==> src/rtl/mbd_pkg.sv <==
package mbd_pkg;
  localparam int DATA_W = 8;
  localparam int HI_W   = 4;
  localparam int ADDR_W = DATA_W + HI_W;
  localparam int N_DEV  = 4;

  // device index map
  localparam int DEV_DSP  = 0;
  localparam int DEV_BUF  = 1;
  localparam int DEV_CRT  = 2;
  localparam int DEV_UART = 3;

  // port line roles
  localparam int P_CMD   = 0;
  localparam int P_BANK  = 4;
  localparam int P_UART  = 5;
  localparam int P_ROUTE = 7;

  // one-hot (active high) device choice for a cycle
  function automatic logic [N_DEV-1:0] pick_device(
    input logic        active,
    input logic        mem_mode,
    input logic [7:0]  p2
  );
    logic [N_DEV-1:0] s;
    s = '0;
    if (active) begin
      if (p2[P_UART])      s[DEV_UART] = 1'b1;
      else if (!mem_mode)  s[DEV_CRT]  = 1'b1;
      else if (p2[P_BANK]) s[DEV_DSP]  = 1'b1;
      else                 s[DEV_BUF]  = 1'b1;
    end
    return s;
  endfunction

  function automatic logic [HI_W-1:0] high_bits(
    input logic       mem_mode,
    input logic [7:0] p2
  );
    return mem_mode ? p2[HI_W-1:0] : '0;
  endfunction
endpackage

==> src/rtl/mbd_addr_latch.sv <==
module mbd_addr_latch #(
  parameter int W = 8
) (
  input  logic         clk,
  input  logic         rst_n,
  input  logic         ale,
  input  logic [W-1:0] bus_in,
  output logic [W-1:0] lo_byte,
  output logic         fire
);
  logic ale_q;

  assign fire = ale_q & ~ale;

  always_ff @(posedge clk or negedge rst_n) begin
    if (!rst_n) begin
      ale_q   <= 1'b0;
      lo_byte <= '0;
    end else begin
      ale_q <= ale;
      if (fire) lo_byte <= bus_in;
    end
  end
endmodule

==> src/rtl/mbd_sel_decode.sv <==
module mbd_sel_decode
  import mbd_pkg::*;
(
  input  logic             ale,
  input  logic             rd_n,
  input  logic             wr_n,
  input  logic             mem_mode,
  input  logic [7:0]       port2,
  output logic [N_DEV-1:0] sel,
  output logic [HI_W-1:0]  hi_addr,
  output logic             crt_cmd,
  output logic             to_printer,
  output logic             cycle_live
);
  assign cycle_live = (~rd_n | ~wr_n) & ~ale;
  assign sel        = pick_device(cycle_live, mem_mode, port2);
  assign hi_addr    = high_bits(mem_mode, port2);
  assign crt_cmd    = ~mem_mode & port2[P_CMD];
  assign to_printer = port2[P_ROUTE];
endmodule

==> src/rtl/mbd_strobe_gate.sv <==
module mbd_strobe_gate #(
  parameter int N = 4
) (
  input  logic [N-1:0] sel,
  input  logic         rd_n,
  input  logic         wr_n,
  output logic [N-1:0] cs_n,
  output logic [N-1:0] rd_o_n,
  output logic [N-1:0] wr_o_n
);
  for (genvar i = 0; i < N; i++) begin : g_dev
    assign cs_n[i]   = ~sel[i];
    assign rd_o_n[i] = ~(sel[i] & ~rd_n);
    assign wr_o_n[i] = ~(sel[i] & ~wr_n);
  end
endmodule

==> src/rtl/mux_bus_decoder.sv <==
module mux_bus_decoder
  import mbd_pkg::*;
(
  input  logic              clk,
  input  logic              rst_n,
  input  logic              ale,
  input  logic              psen_n,
  input  logic              rd_n,
  input  logic              wr_n,
  input  logic [DATA_W-1:0] bus_in,
  input  logic [7:0]        port2,
  input  logic              mem_mode,
  output logic [ADDR_W-1:0] addr,
  output logic [N_DEV-1:0]  dev_cs_n,
  output logic [N_DEV-1:0]  dev_rd_n,
  output logic [N_DEV-1:0]  dev_wr_n,
  output logic              crt_cmd,
  output logic              rom_oe_n,
  output logic              to_printer
);
  logic [DATA_W-1:0] lo_byte;
  logic              latch_fire;
  logic [N_DEV-1:0]  dev_sel;
  logic [HI_W-1:0]   hi_addr;
  logic              cycle_live;

  mbd_addr_latch #(.W(DATA_W)) latch_i (
    .clk(clk), .rst_n(rst_n), .ale(ale), .bus_in(bus_in),
    .lo_byte(lo_byte), .fire(latch_fire)
  );

  mbd_sel_decode dec_i (
    .ale(ale), .rd_n(rd_n), .wr_n(wr_n), .mem_mode(mem_mode),
    .port2(port2), .sel(dev_sel), .hi_addr(hi_addr),
    .crt_cmd(crt_cmd), .to_printer(to_printer), .cycle_live(cycle_live)
  );

  mbd_strobe_gate #(.N(N_DEV)) gate_i (
    .sel(dev_sel), .rd_n(rd_n), .wr_n(wr_n),
    .cs_n(dev_cs_n), .rd_o_n(dev_rd_n), .wr_o_n(dev_wr_n)
  );

  assign addr     = {hi_addr, lo_byte};
  assign rom_oe_n = psen_n;
endmodule

==> config.mk <==
export PLATFORM = sky130hd
export DESIGN_NAME = mux_bus_decoder
export DESIGN_NICKNAME = d
export VERILOG_FILES = /design/src/rtl/mbd_pkg.sv /design/src/rtl/mbd_addr_latch.sv /design/src/rtl/mbd_sel_decode.sv /design/src/rtl/mbd_strobe_gate.sv /design/src/rtl/mux_bus_decoder.sv
export SDC_FILE = /design/constraint.sdc
export NUM_CORES = 1
export LEC_CHECK = 0
export CORE_MARGIN = 3
export CORE_UTILIZATION = 32
export CTS_CLUSTER_DIAMETER = 30
export DETAILED_ROUTE_END_ITERATION = 6
export MAX_ROUTING_LAYER = met4
export PLACE_DENSITY = 0.83
export RECOVER_POWER = 50
export SYNTH_ARGS = -nofsm -noshare
export SYNTH_HDL_FRONTEND = slang
export SYNTH_HIERARCHICAL = 1
export SYNTH_SLANG_ARGS = --single-unit
==> constraint.sdc <==
create_clock -name clk -period 1.6 [get_ports clk]
set_input_delay 0.24 -clock clk [delete_from_list [all_inputs] [get_ports clk]]
set_output_delay 0.24 -clock clk [all_outputs]
set_load 0.03 [all_outputs]
# Word-level counts from Yosys, hierarchy flattened
# Index checks and enable logic that the tools add are counted.
[word_totals]
input_bits = 23
output_inout_bits = 27
elab_cells = 38
register_bits = 9
[op_classes]
n_mux = 8
n_bitwise = 28
[op_table]
columns = ["operator", "count"]
rows = [
  ["$not A1 Y1", 16],
  ["$and A1 B1 Y1", 11],
  ["$mux W4", 2],
  ["$mux W1", 4],
  ["$mux W3", 1],
  ["$mux W2", 1],
  ["$or A1 B1 Y1", 1],
]

# Logic depth before layout (Yosys ltp)
# Gate-level depths: netlist of run 1.
[logic_depth]
word_depth = 6
mapped_depth = 3
depth_no_buf = 3

# Hierarchy
# The synthesis of run 1 kept the hierarchy.
[modules_own_cells]
columns = ["mod", "seq_area_each_um2", "cells_each", "area_each_um2", "instances"]
rows = [
  ["mbd_addr_latch", 225.2, 19, 379.1, 1],
  ["mbd_sel_decode", 0.0, 13, 83.8, 1],
  ["mbd_strobe_gate", 0.0, 12, 65.1, 1],
  ["mux_bus_decoder", 0.0, 1, 7.5, 1],
]

# Worst setup path before layout of run 1
# Ideal clock, no wire load.
[synth_path]
path_kind = "input to output"
startpoint = "input wr_n"
endpoint = "output dev_rd_n[1]"
required_ns = 1.360
setup_slack_ns = 0.353
n_path_buf = 0
arrival_time_ns = 1.007
stages = 3
path_cell_list = "a211o_2 -> nor3b_2 -> nand2b_1"
[synth_via]
elab_chain_cells = 6
[synth_lines]
columns = ["element", "line", "rtl"]
rows = [
  ["from (decl)", "mux_bus_decoder.sv:9", "input logic wr_n,"],
  ["$not A1 Y1", "mbd_sel_decode.sv:15", "assign cycle_live = (~rd_n | ~wr_n) & ~ale;"],
  ["$or A1 B1 Y1", "mbd_sel_decode.sv:15", ""],
  ["$and A1 B1 Y1", "mbd_sel_decode.sv:15", ""],
  ["$mux W4", "mbd_pkg.sv:27", "if (active) begin"],
  ["named net dev_sel[1]", "mux_bus_decoder.sv:23", "logic [N_DEV-1:0] dev_sel;"],
  ["$and A1 B1 Y1", "mbd_strobe_gate.sv:13", "assign rd_o_n[i] = ~(sel[i] & ~rd_n);"],
  ["$not A1 Y1", "mbd_strobe_gate.sv:13", ""],
  ["to (decl)", "mux_bus_decoder.sv:15", "output logic [N_DEV-1:0] dev_rd_n,"],
]
# The timed path passes the listed nets, and every way through them passes these cells.

# Final worst setup path of run 1
[layout_path]
startpoint = "register latch_i.lo_byte[4]"
endpoint = "output addr[4]"
[layout_lines]
columns = ["element", "line", "rtl"]
rows = [
  ["from (decl)", "mbd_addr_latch.sv:8", "output logic [W-1:0] lo_byte,"],
  ["from (signal assigned)", "mbd_addr_latch.sv:21", "if (fire) lo_byte <= bus_in;"],
  ["to (decl)", "mux_bus_decoder.sv:13", "output logic [ADDR_W-1:0] addr,"],
]
# No word-level cell between the ends.

==> out/results.ini, run 1 <==
[timing]
rsz0062_at_grt = no
final_hold_viol_count = 0
whs_ns = 0.345
final.setup_skew_ns = 0.00112
layout_min_cycle_time_ns = 1.53
setup_tns_ns = 0
slew_headroom = 0.738
fmax_mhz = 655
fin_crit_sh = 0.955
worstMarginPinSlew_ns = 0.392
setup_viol = 0
slew_violations = 0

[cells_and_area]
nets = 120
drive_above_1_share = 0.292
areaGrowthSynthToFinish_pct = 78.3
fill_cells = 142
antennaDiodeCount = 0

[critical_path]
critPathBufInv = 1
slowest_stage = clkdlybuf4s50_1
crit_family = buffers and inverters
critPathLaunch = latch_i/lo_byte[4]
crit_path_max_fanout = 2
criticalPathCategory = register to primary output
r2r_start = latch_i/ale_q
path_cells = clkdlybuf4s50_1
critical_path.startpoint_type = register
crit_required_ns = 1.36
critPathArrivalTime_ns = 1.29
critPathMaxStageDelay_ns = 0.68
endpoint_kind = primary output

[pwr]
power_density_nw_per_um2 = 770
switching_share = 0.319
power.share.clock = 0.226
leakage_nw = 0.407
p_seq_frac = 0.373
p_int_w = 0.000501
switchingPower_w = 0.000235
power_frac_comb = 0.402
ir_drop_v = 0.000292

[yosys]
synth_fp_nets = 68
syn_inst = 45
ys_top_cells_by_count = dfrtp_1, mux2_4, nand2b_1
yosys-top-cells-area = dfrtp_1, mux2_4, nand2b_1
yosys_register_bits = 9
synth_ff_type = dfrtp_1
synth_simple_gate_area_frac = 0.234
netlist_area_sq_um = 536
synthMuxAreaShare = 0.224
ys_types = 14
synth.top_cell.area_share = 0.421
ys_async_sr_fraction = 1.00
syn_area_per_cell_sq_um = 11.9
synthXorXnorAreaFrac = 0
synth-edff-count = 0
synth.most_common_cell = dfrtp_1
synth_fa_ha_area_frac = 0
synth_warnings = 6
synth_compound_gate_area_share = 0.0280
synth_top_family_by_area = simple AND/OR/NAND/NOR gates
yosys.area.top_type = dfrtp_1
seq_area_frac_synth = 0.421

[floorplanning]
coreArea_sq_um = 1540
die_w_um = 46.9
io-pin-count = 50
die-area_sq_um = 2200
die_h_um = 46.9
start_util = 0.347
rows = 14

[run]
maxCapViolations = 0

[cts]
path_clk_slew_ns = 0.06
cts_max_path_buffers = 2
cts_num_sinks = 9
htreeDepth = 1
clockRootBuffer = clkbuf_4
cts_tree = done
cts_hold_buffers = 0
cts-buffers-inserted = 3
clkLatencyLatePin_ns = 0.25

[global_routing]
first_global_vias = 508
grt_pass1_wl_um = 2020
grt.overflow.total = 0
grt_antenna_before_repair = 0
grtUsageTotal = 0.135
grt_max_degree = 10

[drt]
drt_iter0_drc = 1
drc = 0
wirelength_um = 1340
drt-wirelength-per-cell_um = 11.9
ant_nets = 0
vias_per_cell = 4.63
drt_first_pass_iters = 2
vias = 519

[worst_hold_path]
worstHoldPathType = input pin to asynchronous set/reset pin

[placement]
post-dp-hpwl_um = 1140
port_buffers = 44
gp_congestion = 0.638

[run_status]
status = finished, final reports clean

[logic make-up after synthesis]
family / Yosys count
simple gates: 19
compound gates: 2
mux: 8
flops: 9
buf+inv: 7
[power by group through the flow]
stage                     clock network (W)  logic [W]  registers (W)
after floorplan                           0   0.000116       0.000339
after global placement                    0   0.000324       0.000277
after detailed placement                  0   0.000328       0.000280
after CTS                          0.000174   0.000328       0.000276
after global routing               0.000183   0.000312       0.000278
final                              0.000166   0.000295       0.000274
[cell usage in the layout, fill, tap and decap left out]
cell,count
clkdlybuf4s50_1,21
buf_4,9
dfrtp_1,9
nand2b_1,8
buf_2,7
clkbuf_1,6
and2_1,5
mux2_1,5
inv_1,4
clkbuf_4,3
clkdlybuf4s15_1,3
mux2_4,3
nor2_2,2
nor2b_1,2
a21oi_1,1
a211o_4,1
nor3b_4,1
nand2_1,1
dlymetal6s2s_1,1
dlygate4sd2_1,1
dlygate4sd3_1,1
clkdlybuf4s15_2,1
buf_6,1
[final timing paths]
check / endpoint / cells past startpoint / slack, ns
worst max-delay path: addr[4] / 1 / 0.07
worst min-delay path: latch_i/lo_byte[6] / 1 / 0.34
worst max register to register: latch_i/lo_byte[7] / 3 / 0.30
worst min register to register: latch_i/lo_byte[1] / 1 / 0.49
max in group asynchronous: latch_i/lo_byte[0] / 1 / 0.98
min in group clk: latch_i/ale_q / 2 / 0.37
[flip-flops by register name, indices dropped and copies added (netlist names)]
name / count
latch_i/lo_byte: 8
latch_i/ale_q: 1
[metal layers]
metal / wire length (um) / vias up / GRT usage
met4: 15 / 0 / 0.0663
met5: 0 / - / -
met2: 618 / 41 / 0.228
met3: 194 / 2 / 0.0498
met1: 510 / 234 / 0.136
li1: - / 242 / -
[stage by stage]
| stage | utilization | area, sq um | std cells | power (W) | setup slack [ns] |
|---|---|---|---|---|---|
| 6_report | 0.619 | 955 | 112 | 0.000735 | 0.0724 |
| 5_1_grt | 0.619 | 955 | 112 | 0.000774 | 0.0211 |
| 4_1_cts | 0.657 | 1010 | 112 | 0.000778 | 0.0102 |
| 3_5_place_dp | 0.648 | 998 | 108 | 0.000607 | -0.578 |
| 3_3_place_gp | 0.648 | 998 | 108 | 0.000601 | -0.529 |
| 2_1_floorplan | - | 536 | 45 | 0.000455 | 0.353 |
[layout make-up]
cell class	count	area (sq um)	share of cell area
repair buffers	50	415	0.435
clock buffers	4	26.3	0.0275
multi-input cells	29	253	0.265
flip-flops and latches	9	225	0.236
inverters	4	15.0	0.0157
well taps	16	20.0	0.0210
[repair_timing]
item,CTS,global route
setup buffers,0,0
cloned,0,0
pin swaps,2,2
endpoints found under the setup margin,9,5
resized for setup,51,6
(Power assumes the default switching activity.)
==> inputs of run 2 (changes only) <==
MAX_ROUTING_LAYER = unset   (was met4)
==> out/results.ini, run 2 (synthesized netlist as in run 1, its figures left out) <==
[global_routing]
grt_antenna_before_repair = 0  ; unchanged
grt_pass1_wl_um = 2020  ; unchanged
grt.overflow.total = 0  ; unchanged
first_global_vias = 508  ; unchanged
grtUsageTotal = 0.131  ; -0.00422
grt_max_degree = 10  ; unchanged

[cells_and_area]
multiInputGateArea_sq_um = 253  ; unchanged
regMostFlops = latch_i/lo_byte
fin_util = 0.619  ; unchanged
regArea_sq_um = 225  ; unchanged
fill_cells = 142  ; unchanged
antennaDiodeCount = 0  ; unchanged
final_common_cell = clkdlybuf4s50_1
largest_reg_flops = 8  ; unchanged
largestRegisters = latch_i/lo_byte (8), latch_i/ale_q (1)
most-common-layout-cells = clkdlybuf4s50_1, buf_4, dfrtp_1
drive_above_1_share = 0.292  ; unchanged
areaGrowthSynthToFinish_pct = 78.3  ; unchanged
nets = 120  ; unchanged

[critical_path]
reg2reg_depth = 3  ; unchanged
critPathArrivalTime_ns = 1.29  ; about the same
ff2ff_setup_slack_ns = 0.30  ; about the same
critPathMaxStageDelay_ns = 0.68  ; about the same
crit_path_max_fanout = 2  ; unchanged
critical_path.startpoint_type = register
slowest_stage = clkdlybuf4s50_1
critPathBufInv = 1  ; unchanged
criticalPathCategory = register to primary output
crit_family = buffers and inverters
endpoint_kind = primary output
critPathLaunch = latch_i/lo_byte[4]
path_cells = clkdlybuf4s50_1
crit_required_ns = 1.36  ; about the same
reg2reg_to = latch_i/lo_byte[7]
r2r_start = latch_i/ale_q

[drt]
drt_iter0_drc = 1  ; unchanged
wl_met1_um = 477  ; -6.5%
ant_nets = 0  ; unchanged
drt-wirelength-per-cell_um = 12.0  ; +0.30%
drt_first_pass_iters = 2  ; unchanged
drc = 0  ; unchanged
vias = 518  ; -0.19%
vias_per_cell = 4.63  ; -0.19%
wirelength_um = 1340  ; +0.30%
met3_length_um = 232  ; +20%
routed.top_layer = met4
wl_met2_um = 616  ; -0.32%

[placement]
post-dp-hpwl_um = 1140  ; unchanged
gp_congestion = 0.633  ; -0.82%
port_buffers = 44  ; unchanged
pre_cts_ws_ns = -0.578  ; unchanged

[floorplanning]
io-pin-count = 50  ; unchanged
start_util = 0.347  ; unchanged
die-area_sq_um = 2200  ; unchanged
die_w_um = 46.9  ; unchanged
coreArea_sq_um = 1540  ; unchanged
die_h_um = 46.9  ; unchanged
rows = 14  ; unchanged

[run_status]
status = finished, final reports clean

[timing]
fin_crit_sh = 0.955  ; unchanged
final_hold_viol_count = 0  ; unchanged
rsz0062_at_grt = no
worstMarginPinSlew_ns = 0.392  ; +0.0000499 ns
setup_viol = 0  ; unchanged
slew_violations = 0  ; unchanged
layout_setup_ws_ns = 0.0724  ; unchanged
layout_min_cycle_time_ns = 1.53  ; unchanged
fmax_mhz = 655  ; unchanged
slew_headroom = 0.738  ; about the same
final.setup_skew_ns = 0.00112  ; +0.000000780 ns

[pwr]
power_frac_comb = 0.402  ; about the same
ir_drop_v = 0.000292  ; about the same
leakage_nw = 0.407  ; unchanged
p_seq_frac = 0.373  ; about the same
power_density_nw_per_um2 = 770  ; about the same
switchingPower_w = 0.000235  ; about the same
p_int_w = 0.000501  ; about the same
switching_share = 0.319  ; about the same
power.share.clock = 0.226  ; about the same

[run]
maxCapViolations = 0  ; unchanged

[cts]
cts-buffers-inserted = 3  ; unchanged
clockRootBuffer = clkbuf_4
cts_setup_buffers = 0  ; unchanged
clkLatencyLatePin_ns = 0.25  ; about the same
cts_tree = done
htreeDepth = 1  ; unchanged
path_clk_slew_ns = 0.06  ; about the same
cts_num_sinks = 9  ; unchanged
cts_max_path_buffers = 2  ; unchanged

[worst_hold_path]
worstHoldPathType = input pin to asynchronous set/reset pin

run 2: final cells by class:
type,instances,share of cell area
Clock buffer,4,0.0275
Multi-Input combinational cell,29,0.265
Tap cell,16,0.0210
Timing Repair Buffer,50,0.435
Inverter,4,0.0157
Sequential cell,9,0.236
run 2: stage by stage:
step	instances	hold slack (ns)	power (W)	instance area, sq um	TNS, ns
after floorplan	45	-0.0556	0.000455	536	0
after global placement	108	0.480	0.000601	998	-4.57
after detailed placement	108	0.480	0.000607	998	-4.77
after CTS	112	0.282	0.000778	1010	0
after global routing	112	0.370	0.000774	955	0
final	112	0.345	0.000736	955	0
run 2: per-layer routing:
metal	track usage	up-vias
li1	-	242
met1	0.124	233
met2	0.228	41
met3	0.0690	2
met4	0.0663	0
met5	0	-
run 2: how the worst max path moves through the flow:
stage	to	slack (ns)	cells past startpoint
after global routing	dev_wr_n[1]	0.02	5
after CTS	dev_wr_n[1]	0.01	5
final	addr[4]	0.07	1
after floorplan	dev_rd_n[1]	0.35	3
after global placement	dev_rd_n[1]	-0.53	5
after detailed placement	dev_wr_n[1]	-0.58	5
run 2: repair_timing:
action / in CTS / in global routing
hold buffers: 0 / 0
pin swaps: 2 / 2
setup endpoints to repair: 9 / 5
gates resized for setup: 51 / 6
endpoints found under the hold margin: 0 / 0
run 2: power by group through the flow:
stage	clock network (W)	registers [W]	logic (W)
final	0.000166	0.000274	0.000296
after global routing	0.000183	0.000278	0.000313
after CTS	0.000174	0.000276	0.000328
after detailed placement	0	0.000280	0.000328
after global placement	0	0.000277	0.000324
after floorplan	0	0.000339	0.000116
==> inputs of run 3 (changes only) <==
CTS_CLUSTER_SIZE = 40   (was unset)
==> results of run 3 <==
No change in the layout: final DEF, timing and power equal those of run 2.
